[src/rtl/phy_tport_pkg.sv]
package phy_tport_pkg;
  localparam int BYTE_W = 8;
  localparam logic [7:0] CODE_MODE   = 8'h00;
  localparam logic [7:0] CODE_CLANE  = 8'h34;
  localparam logic [7:0] CODE_SETTLE = 8'h75;

  // Register code of data lane idx
  function automatic logic [7:0] lane_code(input int idx);
    case (idx)
      0:       lane_code = 8'h44;
      1:       lane_code = 8'h54;
      2:       lane_code = 8'h84;
      default: lane_code = 8'h94;
    endcase
  endfunction

  // True when code selects one of the first lanes data lanes
  function automatic logic is_lane_code(input logic [7:0] code, input int lanes);
    logic hit;
    hit = 1'b0;
    for (int i = 0; i < lanes; i++) begin
      if (code == lane_code(i)) hit = 1'b1;
    end
    return hit;
  endfunction
endpackage

[src/rtl/phy_tport_sync.sv]
module phy_tport_sync #(
  parameter int         W       = 8,
  parameter logic [W-1:0] RST_VAL = '0
) (
  input  logic         clk,
  input  logic         rst_n,
  input  logic [W-1:0] d_i,
  output logic [W-1:0] q_o
);
  logic [W-1:0] stg1_q;
  logic [W-1:0] stg2_q;

  always_ff @(posedge clk or negedge rst_n) begin
    if (!rst_n) begin
      stg1_q <= RST_VAL;
      stg2_q <= RST_VAL;
    end else begin
      stg1_q <= d_i;
      stg2_q <= stg1_q;
    end
  end

  assign q_o = stg2_q;
endmodule

[src/rtl/phy_tport_edge.sv]
module phy_tport_edge #(
  parameter logic RST_LVL = 1'b1
) (
  input  logic clk,
  input  logic rst_n,
  input  logic lvl_i,
  output logic rise_o,
  output logic fall_o
);
  logic lvl_q;

  always_ff @(posedge clk or negedge rst_n) begin
    if (!rst_n) lvl_q <= RST_LVL;
    else        lvl_q <= lvl_i;
  end

  assign rise_o = lvl_i & ~lvl_q;
  assign fall_o = ~lvl_i & lvl_q;
endmodule

[src/rtl/phy_tport_regs.sv]
module phy_tport_regs
  import phy_tport_pkg::*;
#(
  parameter int LANES = 4,
  localparam int LW   = LANES * BYTE_W
) (
  input  logic              clk,
  input  logic              rst_n,
  input  logic              clr_i,
  input  logic              latch_i,
  input  logic              wr_i,
  input  logic [BYTE_W-1:0] din_i,
  output logic [BYTE_W-1:0] code_o,
  output logic [BYTE_W-1:0] mode_o,
  output logic [BYTE_W-1:0] clane_o,
  output logic [LW-1:0]     lane_o,
  output logic [BYTE_W-1:0] settle_o,
  output logic [BYTE_W-1:0] rd_o
);
  logic [BYTE_W-1:0] code_q;
  logic [BYTE_W-1:0] mode_q;
  logic [BYTE_W-1:0] clane_q;
  logic [BYTE_W-1:0] settle_q;

  always_ff @(posedge clk or negedge rst_n) begin
    if (!rst_n)       code_q <= '0;
    else if (clr_i)   code_q <= '0;
    else if (latch_i) code_q <= din_i;
  end

  always_ff @(posedge clk or negedge rst_n) begin
    if (!rst_n) begin
      mode_q   <= '0;
      clane_q  <= '0;
      settle_q <= '0;
    end else if (clr_i) begin
      mode_q   <= '0;
      clane_q  <= '0;
      settle_q <= '0;
    end else if (wr_i) begin
      if (code_q == CODE_MODE)   mode_q   <= din_i;
      if (code_q == CODE_CLANE)  clane_q  <= din_i;
      if (code_q == CODE_SETTLE) settle_q <= din_i;
    end
  end

  for (genvar g = 0; g < LANES; g++) begin : g_lane
    logic [BYTE_W-1:0] q;
    always_ff @(posedge clk or negedge rst_n) begin
      if (!rst_n)                                q <= '0;
      else if (clr_i)                            q <= '0;
      else if (wr_i && code_q == lane_code(g))   q <= din_i;
    end
    assign lane_o[g*BYTE_W +: BYTE_W] = q;
  end

  always_comb begin
    rd_o = '0;
    if (code_q == CODE_MODE)   rd_o = mode_q;
    if (code_q == CODE_CLANE)  rd_o = clane_q;
    if (code_q == CODE_SETTLE) rd_o = settle_q;
    for (int i = 0; i < LANES; i++) begin
      if (code_q == lane_code(i)) rd_o = lane_o[i*BYTE_W +: BYTE_W];
    end
  end

  assign code_o   = code_q;
  assign mode_o   = mode_q;
  assign clane_o  = clane_q;
  assign settle_o = settle_q;
endmodule

[src/rtl/phy_tport.sv]
module phy_tport
  import phy_tport_pkg::*;
#(
  parameter int LANES = 4
) (
  input  logic                    clk,
  input  logic                    rst_n,
  input  logic                    cfg_clk_i,
  input  logic                    cfg_en_i,
  input  logic                    cfg_clr_i,
  input  logic [7:0]              cfg_din_i,
  output logic [7:0]              cfg_dout_o,
  output logic [7:0]              mode_o,
  output logic [7:0]              clane_ctl_o,
  output logic [LANES*8-1:0]      dlane_ctl_o,
  output logic [7:0]              settle_o
);
  localparam int SW = BYTE_W + 3;
  // strobe synchroniser resets to the idle-high level
  localparam logic [SW-1:0] SYNC_RST = {1'b0, 1'b0, 1'b1, {BYTE_W{1'b0}}};

  logic [SW-1:0]     sync_q;
  logic              tclk_s;
  logic              ten_s;
  logic              tclr_s;
  logic [BYTE_W-1:0] tdin_s;
  logic              tclk_rise;
  logic              tclk_fall;
  logic              code_latch;
  logic              data_wr;
  logic [BYTE_W-1:0] cur_code;

  phy_tport_sync #(.W(SW), .RST_VAL(SYNC_RST)) sync_i (
    .clk   (clk),
    .rst_n (rst_n),
    .d_i   ({cfg_clr_i, cfg_en_i, cfg_clk_i, cfg_din_i}),
    .q_o   (sync_q)
  );

  assign tdin_s = sync_q[BYTE_W-1:0];
  assign tclk_s = sync_q[BYTE_W];
  assign ten_s  = sync_q[BYTE_W+1];
  assign tclr_s = sync_q[BYTE_W+2];

  phy_tport_edge #(.RST_LVL(1'b1)) edge_i (
    .clk    (clk),
    .rst_n  (rst_n),
    .lvl_i  (tclk_s),
    .rise_o (tclk_rise),
    .fall_o (tclk_fall)
  );

  assign code_latch = tclk_fall & ten_s & ~tclr_s;
  assign data_wr    = tclk_rise & ~ten_s & ~tclr_s;

  phy_tport_regs #(.LANES(LANES)) regs_i (
    .clk      (clk),
    .rst_n    (rst_n),
    .clr_i    (tclr_s),
    .latch_i  (code_latch),
    .wr_i     (data_wr),
    .din_i    (tdin_s),
    .code_o   (cur_code),
    .mode_o   (mode_o),
    .clane_o  (clane_ctl_o),
    .lane_o   (dlane_ctl_o),
    .settle_o (settle_o),
    .rd_o     (cfg_dout_o)
  );
endmodule

[config.mk]
export PLATFORM = sky130hd
export DESIGN_NAME = phy_tport
export DESIGN_NICKNAME = d
export VERILOG_FILES = /design/src/rtl/phy_tport_pkg.sv /design/src/rtl/phy_tport_sync.sv /design/src/rtl/phy_tport_edge.sv /design/src/rtl/phy_tport_regs.sv /design/src/rtl/phy_tport.sv
export SDC_FILE = /design/constraint.sdc
export NUM_CORES = 1
export LEC_CHECK = 0
export CORE_ASPECT_RATIO = 0.9
export CORE_UTILIZATION = 56
export CTS_CLUSTER_DIAMETER = 200
export DETAILED_ROUTE_END_ITERATION = 6
export GPL_TIMING_DRIVEN = 1
export PLACE_DENSITY_LB_ADDON = 0.15
export SETUP_SLACK_MARGIN = 0.15
export SYNTH_ARGS = -nofsm -noshare
export SYNTH_HDL_FRONTEND = slang
export SYNTH_SLANG_ARGS = --single-unit
[constraint.sdc]
create_clock -name clk -period 4.1 [get_ports clk]
set_input_delay 0.615 -clock clk [delete_from_list [all_inputs] [get_ports clk]]
set_output_delay 0.615 -clock clk [all_outputs]
set_load 0.005 [all_outputs]
==> summary by stage <==
Status
The flow ran to the end, and the final reports show no timing, DRC or antenna violations.

Finish
In the final layout, the share of cells above drive strength 1 is 0.09557. The number of nets in the layout is 437. After filler insertion, the fill cell instance count of the layout stands at 495. The antenna diode instance count is 0. The relative area change from synthesis to final layout is 24.75%.

Clocking
After clock tree synthesis, the flow added hold-fix buffers numbering 0. For this design, the sink count on the clock tree is 87. The post-cts resize count is 0. After clock tree synthesis, the clock-pin slew on the worst setup and hold paths is 0.09 ns. Clock tree synthesis inserted a total of 9 buffers. The clock latency on the worst-skew pair is 0.36 ns. TritonCTS built the clock tree. The clock root buffer is sky130_fd_sc_hd__clkbuf_8. The number of H-tree branching levels is 3.

The clock passes through at most 2 buffers. The setup fix buffers added after clock tree synthesis is 0.

Die
The initial utilization of the core area, before any placement, comes to 0.5915. The number of placement rows is 28. In this run the vertical extent of the chip is 81.97 um. The core footprint is 6726 um2. The I/O pin total is between 70 and 80.

The die covers between 7000 and 8000 um2. Measured along the x axis, the die boundary spans 90.85 um.

Critical path
Walking the worst path, the cells encountered are nor4bb_1, nand2_1, a221o_1, a21oi_1, clkdlybuf4s50_1. STA classifies the critical path startpoint as a flip-flop. Data arrives at the worst endpoint at 3.10 ns.

The element type at the critical path end is a primary output. For this design, the slowest cell found on the critical path is sky130_fd_sc_hd__nor4bb_1. The required time at the worst-slack endpoint is between 3 and 4 ns. The critical path class is flip-flop to primary output. The largest driver fanout on the critical path is 15. The kind of cell with the highest combined delay along the critical path is simple AND/OR/NAND/NOR gates. The delay of the slowest cell on the worst path is 0.89 ns. Counting both buffers and inverters, the worst setup path holds a total of 1.

Power
Across the VDD grid, the largest voltage drop is 0.2587 mV. The power density over the cells is 315.4 nW/um2. Internal power comes to 1.149 mW. The leakage power is 2.370 nW.

The share of total power dissipated in sequential elements is 0.582. Summed over all nets, the switching power comes to 417.0 uW. The relative contribution of the clock network to total power is 0.354. The fraction of power consumed by combinational cells is 0.064.

Of the total power, the share spent switching nets is 0.2663.

Global route
The initial antenna violation count is 0. For this run the aggregate overflow at the end of global routing stands at 0. The first global-routing pass estimated between 15000 and 20000 um of wire.

In the global route stage, overall resource usage came out at 0.2916. Entering global routing, the biggest net connects between 80 and 90 pins. The via count of the first global-routing pass came to 2937.

STA
The number of hold violations in the final report is 0. In the finished design, the share of the clock period the worst path needs comes to 0.9054. Setup repair after global routing left no endpoint under its margin. Between clock sinks in the finished design, the worst skew comes to 0.007004 ns.

The worst setup slack after layout is 0.3880 ns. The remaining max-slew budget at the tightest pin is 0.2369. The count of final max-slew check failures came to 0. The final-layout worst hold slack is 0.3541 ns. At the pin with the least slew margin, the transition time is 1.145 ns. The total negative slack for setup checks is 0 ns. The achievable frequency is 269.4 MHz. The clock period could shrink to about 3.7 ns.

The number of setup violations in the final report is 0.

Place
The HPWL after detailed placement is 7105 um. The routability congestion estimate from global placement is 0.9756. During placement, the flow inserted port buffers numbering 76. The worst setup slack before clock tree synthesis is 0.8213 ns.

Synthesis
In the synthesized netlist, the number of instances is 358. The share of the Yosys chip area taken by registers is 0.5481. The mapped netlist covers 3979 um2.

For this run, the leading register cell type out of synthesis is sky130_fd_sc_hd__dfrtp_1. The average instance area after synthesis is 11.11 um2. The fraction of registers with async set/reset is 1.000. The flop and latch count out of synthesis is 87.

The number of different library cells in the post-synthesis netlist is 37. Counting flops with a built-in enable in the synthesized netlist gives 0. The number of nets handed over by synthesis was 371.

The warning count from the yosys run is 0.

Detailed routing
Once detail routing completed, the nets flagged for antenna violations numbered 0. The violation count after the first detailed-route iteration is approximately 150. The final route contains ~3100 vias. Using the TritonRoute via totals, the vias-per-cell ratio works out to roughly 6.0. The post-route DRC violation count is 0. The average detailed-routed wire length per instance is 20.07 um. The pre-antenna-repair detailed-routing pass consisted of 5 iterations. Summed over all layers, the routed wires come to 10420 um.

Run
Max-cap violations in this run came to 0.

Hold path
The worst min-delay path category is flip-flop to flip-flop.
layer usage:
layer,global-route usage,wire (um),vias up
li1,-,-,1398
met1,0.4135,4802,1576
met2,0.4553,4842,133
met3,0.05093,547,18
met4,0.1095,226,0
met5,0,0,-
cells in the final DEF, fill, tap and decap left out, types with 3 or more instances in the layout:
cell type	Yosys	layout
sky130_fd_sc_hd__buf_4	0	7
sky130_fd_sc_hd__or2_2	3	3
sky130_fd_sc_hd__dfstp_2	3	3
sky130_fd_sc_hd__o21ai_0	6	6
sky130_fd_sc_hd__mux2i_1	64	64
sky130_fd_sc_hd__dfrtp_1	84	83
sky130_fd_sc_hd__clkbuf_8	0	9
sky130_fd_sc_hd__nor2_1	68	68
sky130_fd_sc_hd__a2bb2oi_1	6	6
sky130_fd_sc_hd__clkdlybuf4s50_1	0	75
sky130_fd_sc_hd__nor3_1	5	5
sky130_fd_sc_hd__a221o_1	6	6
sky130_fd_sc_hd__nor2b_1	13	13
sky130_fd_sc_hd__o22ai_1	6	6
sky130_fd_sc_hd__nand2_1	8	8
sky130_fd_sc_hd__a21oi_1	13	13
sky130_fd_sc_hd__inv_6	0	3
sky130_fd_sc_hd__a211oi_1	8	8
sky130_fd_sc_hd__nand4_1	5	5
sky130_fd_sc_hd__nand2b_1	3	3
metrics by stage:
stage | cells | area (um2) | utilization | power [mW]
finish | 519 | 4964 | 0.7379 | 1.566
floorplan | 358 | 3979 | - | 0.9650
global placement | 503 | 4785 | 0.7113 | 1.024
CTS | 519 | 4964 | 0.7379 | 1.580
detailed placement | 503 | 4785 | 0.7113 | 1.027
global route | 519 | 4964 | 0.7379 | 1.615
path summary, 6_finish.rpt:
| path | startpoint | endpoint | slack (ns) | cells after the start |
|---|---|---|---|---|
| setup / recovery | regs_i.code_o[4] | cfg_dout_o[5] | 0.39 | 5 |
| min in group asynchronous | rst_n | regs_i.g_lane[1].q[1] | 0.44 | 1 |
| max in group asynchronous | rst_n | sync_i.q_o[10] | 2.91 | 1 |
| setup reg to reg | regs_i.code_o[4] | regs_i.g_lane[2].q[1] | 1.47 | 5 |
| hold / removal | sync_i.stg1_q[8] | sync_i.q_o[8] | 0.35 | 0 |
| hold reg to reg | sync_i.stg1_q[8] | sync_i.q_o[8] | 0.35 | 0 |
Yosys cell counts (all sizes together), types with 3 or more instances:
cell type / number / share of area
nand2b: 3 / 0.0047
mux2i: 64 / 0.16
nand4: 7 / 0.014
dfrtp: 84 / 0.53
nor2b: 13 / 0.020
nor3: 5 / 0.0063
a221o: 6 / 0.015
a21oi: 13 / 0.016
or2: 3 / 0.0047
nor4: 4 / 0.014
o22ai: 6 / 0.0094
a2bb2oi: 6 / 0.013
nand2: 8 / 0.0075
buf: 6 / 0.0082
nor2: 68 / 0.064
dfstp: 3 / 0.020
o21ai: 6 / 0.0075
clkbuf: 21 / 0.020
a211oi: 8 / 0.015
logic make-up (layout without fill, tap and decap cells):
kind of cell	after synthesis	after routing	synth area share
and+or+nand+nor	127	127	0.1679
DFF	87	87	0.5481
muxes	66	66	0.1667
AOI/OAI and AO/OA	49	49	0.08742
buffers and inverters	29	100	0.02988
cell type report:
| type | count | area, um2 | share of cell area |
|---|---|---|---|
| Clock inverter | 7 | 55.05 | 0.01109 |
| Sequential cell | 87 | 2182 | 0.4396 |
| Inverter | 2 | 7.507 | 0.001512 |
| Timing Repair Buffer | 82 | 803.3 | 0.1618 |
| Multi-Input combinational cell | 242 | 1679 | 0.3383 |
| Tap cell | 90 | 112.6 | 0.02269 |
| Clock buffer | 9 | 123.9 | 0.02496 |
state kept, by name, indices dropped and copies added (netlist names):
register         cells
regs_i.clane_o       8
edge_i.lvl_q         1
sync_i.q_o          11
regs_i.mode_o        8
regs_i.g_lane.q     32
regs_i.code_o        8
regs_i.settle_o      8
sync_i.stg1_q       11
power groups by stage:
stage	registers, mW	logic, mW	clock network [mW]
final	0.912	0.0995	0.554
after global routing	0.915	0.109	0.592
after CTS	0.910	0.100	0.569
after detailed placement	0.928	0.0998	0
after global placement	0.927	0.0976	0
after floorplan	0.899	0.0661	0
Power figures use the tool's default switching activity.
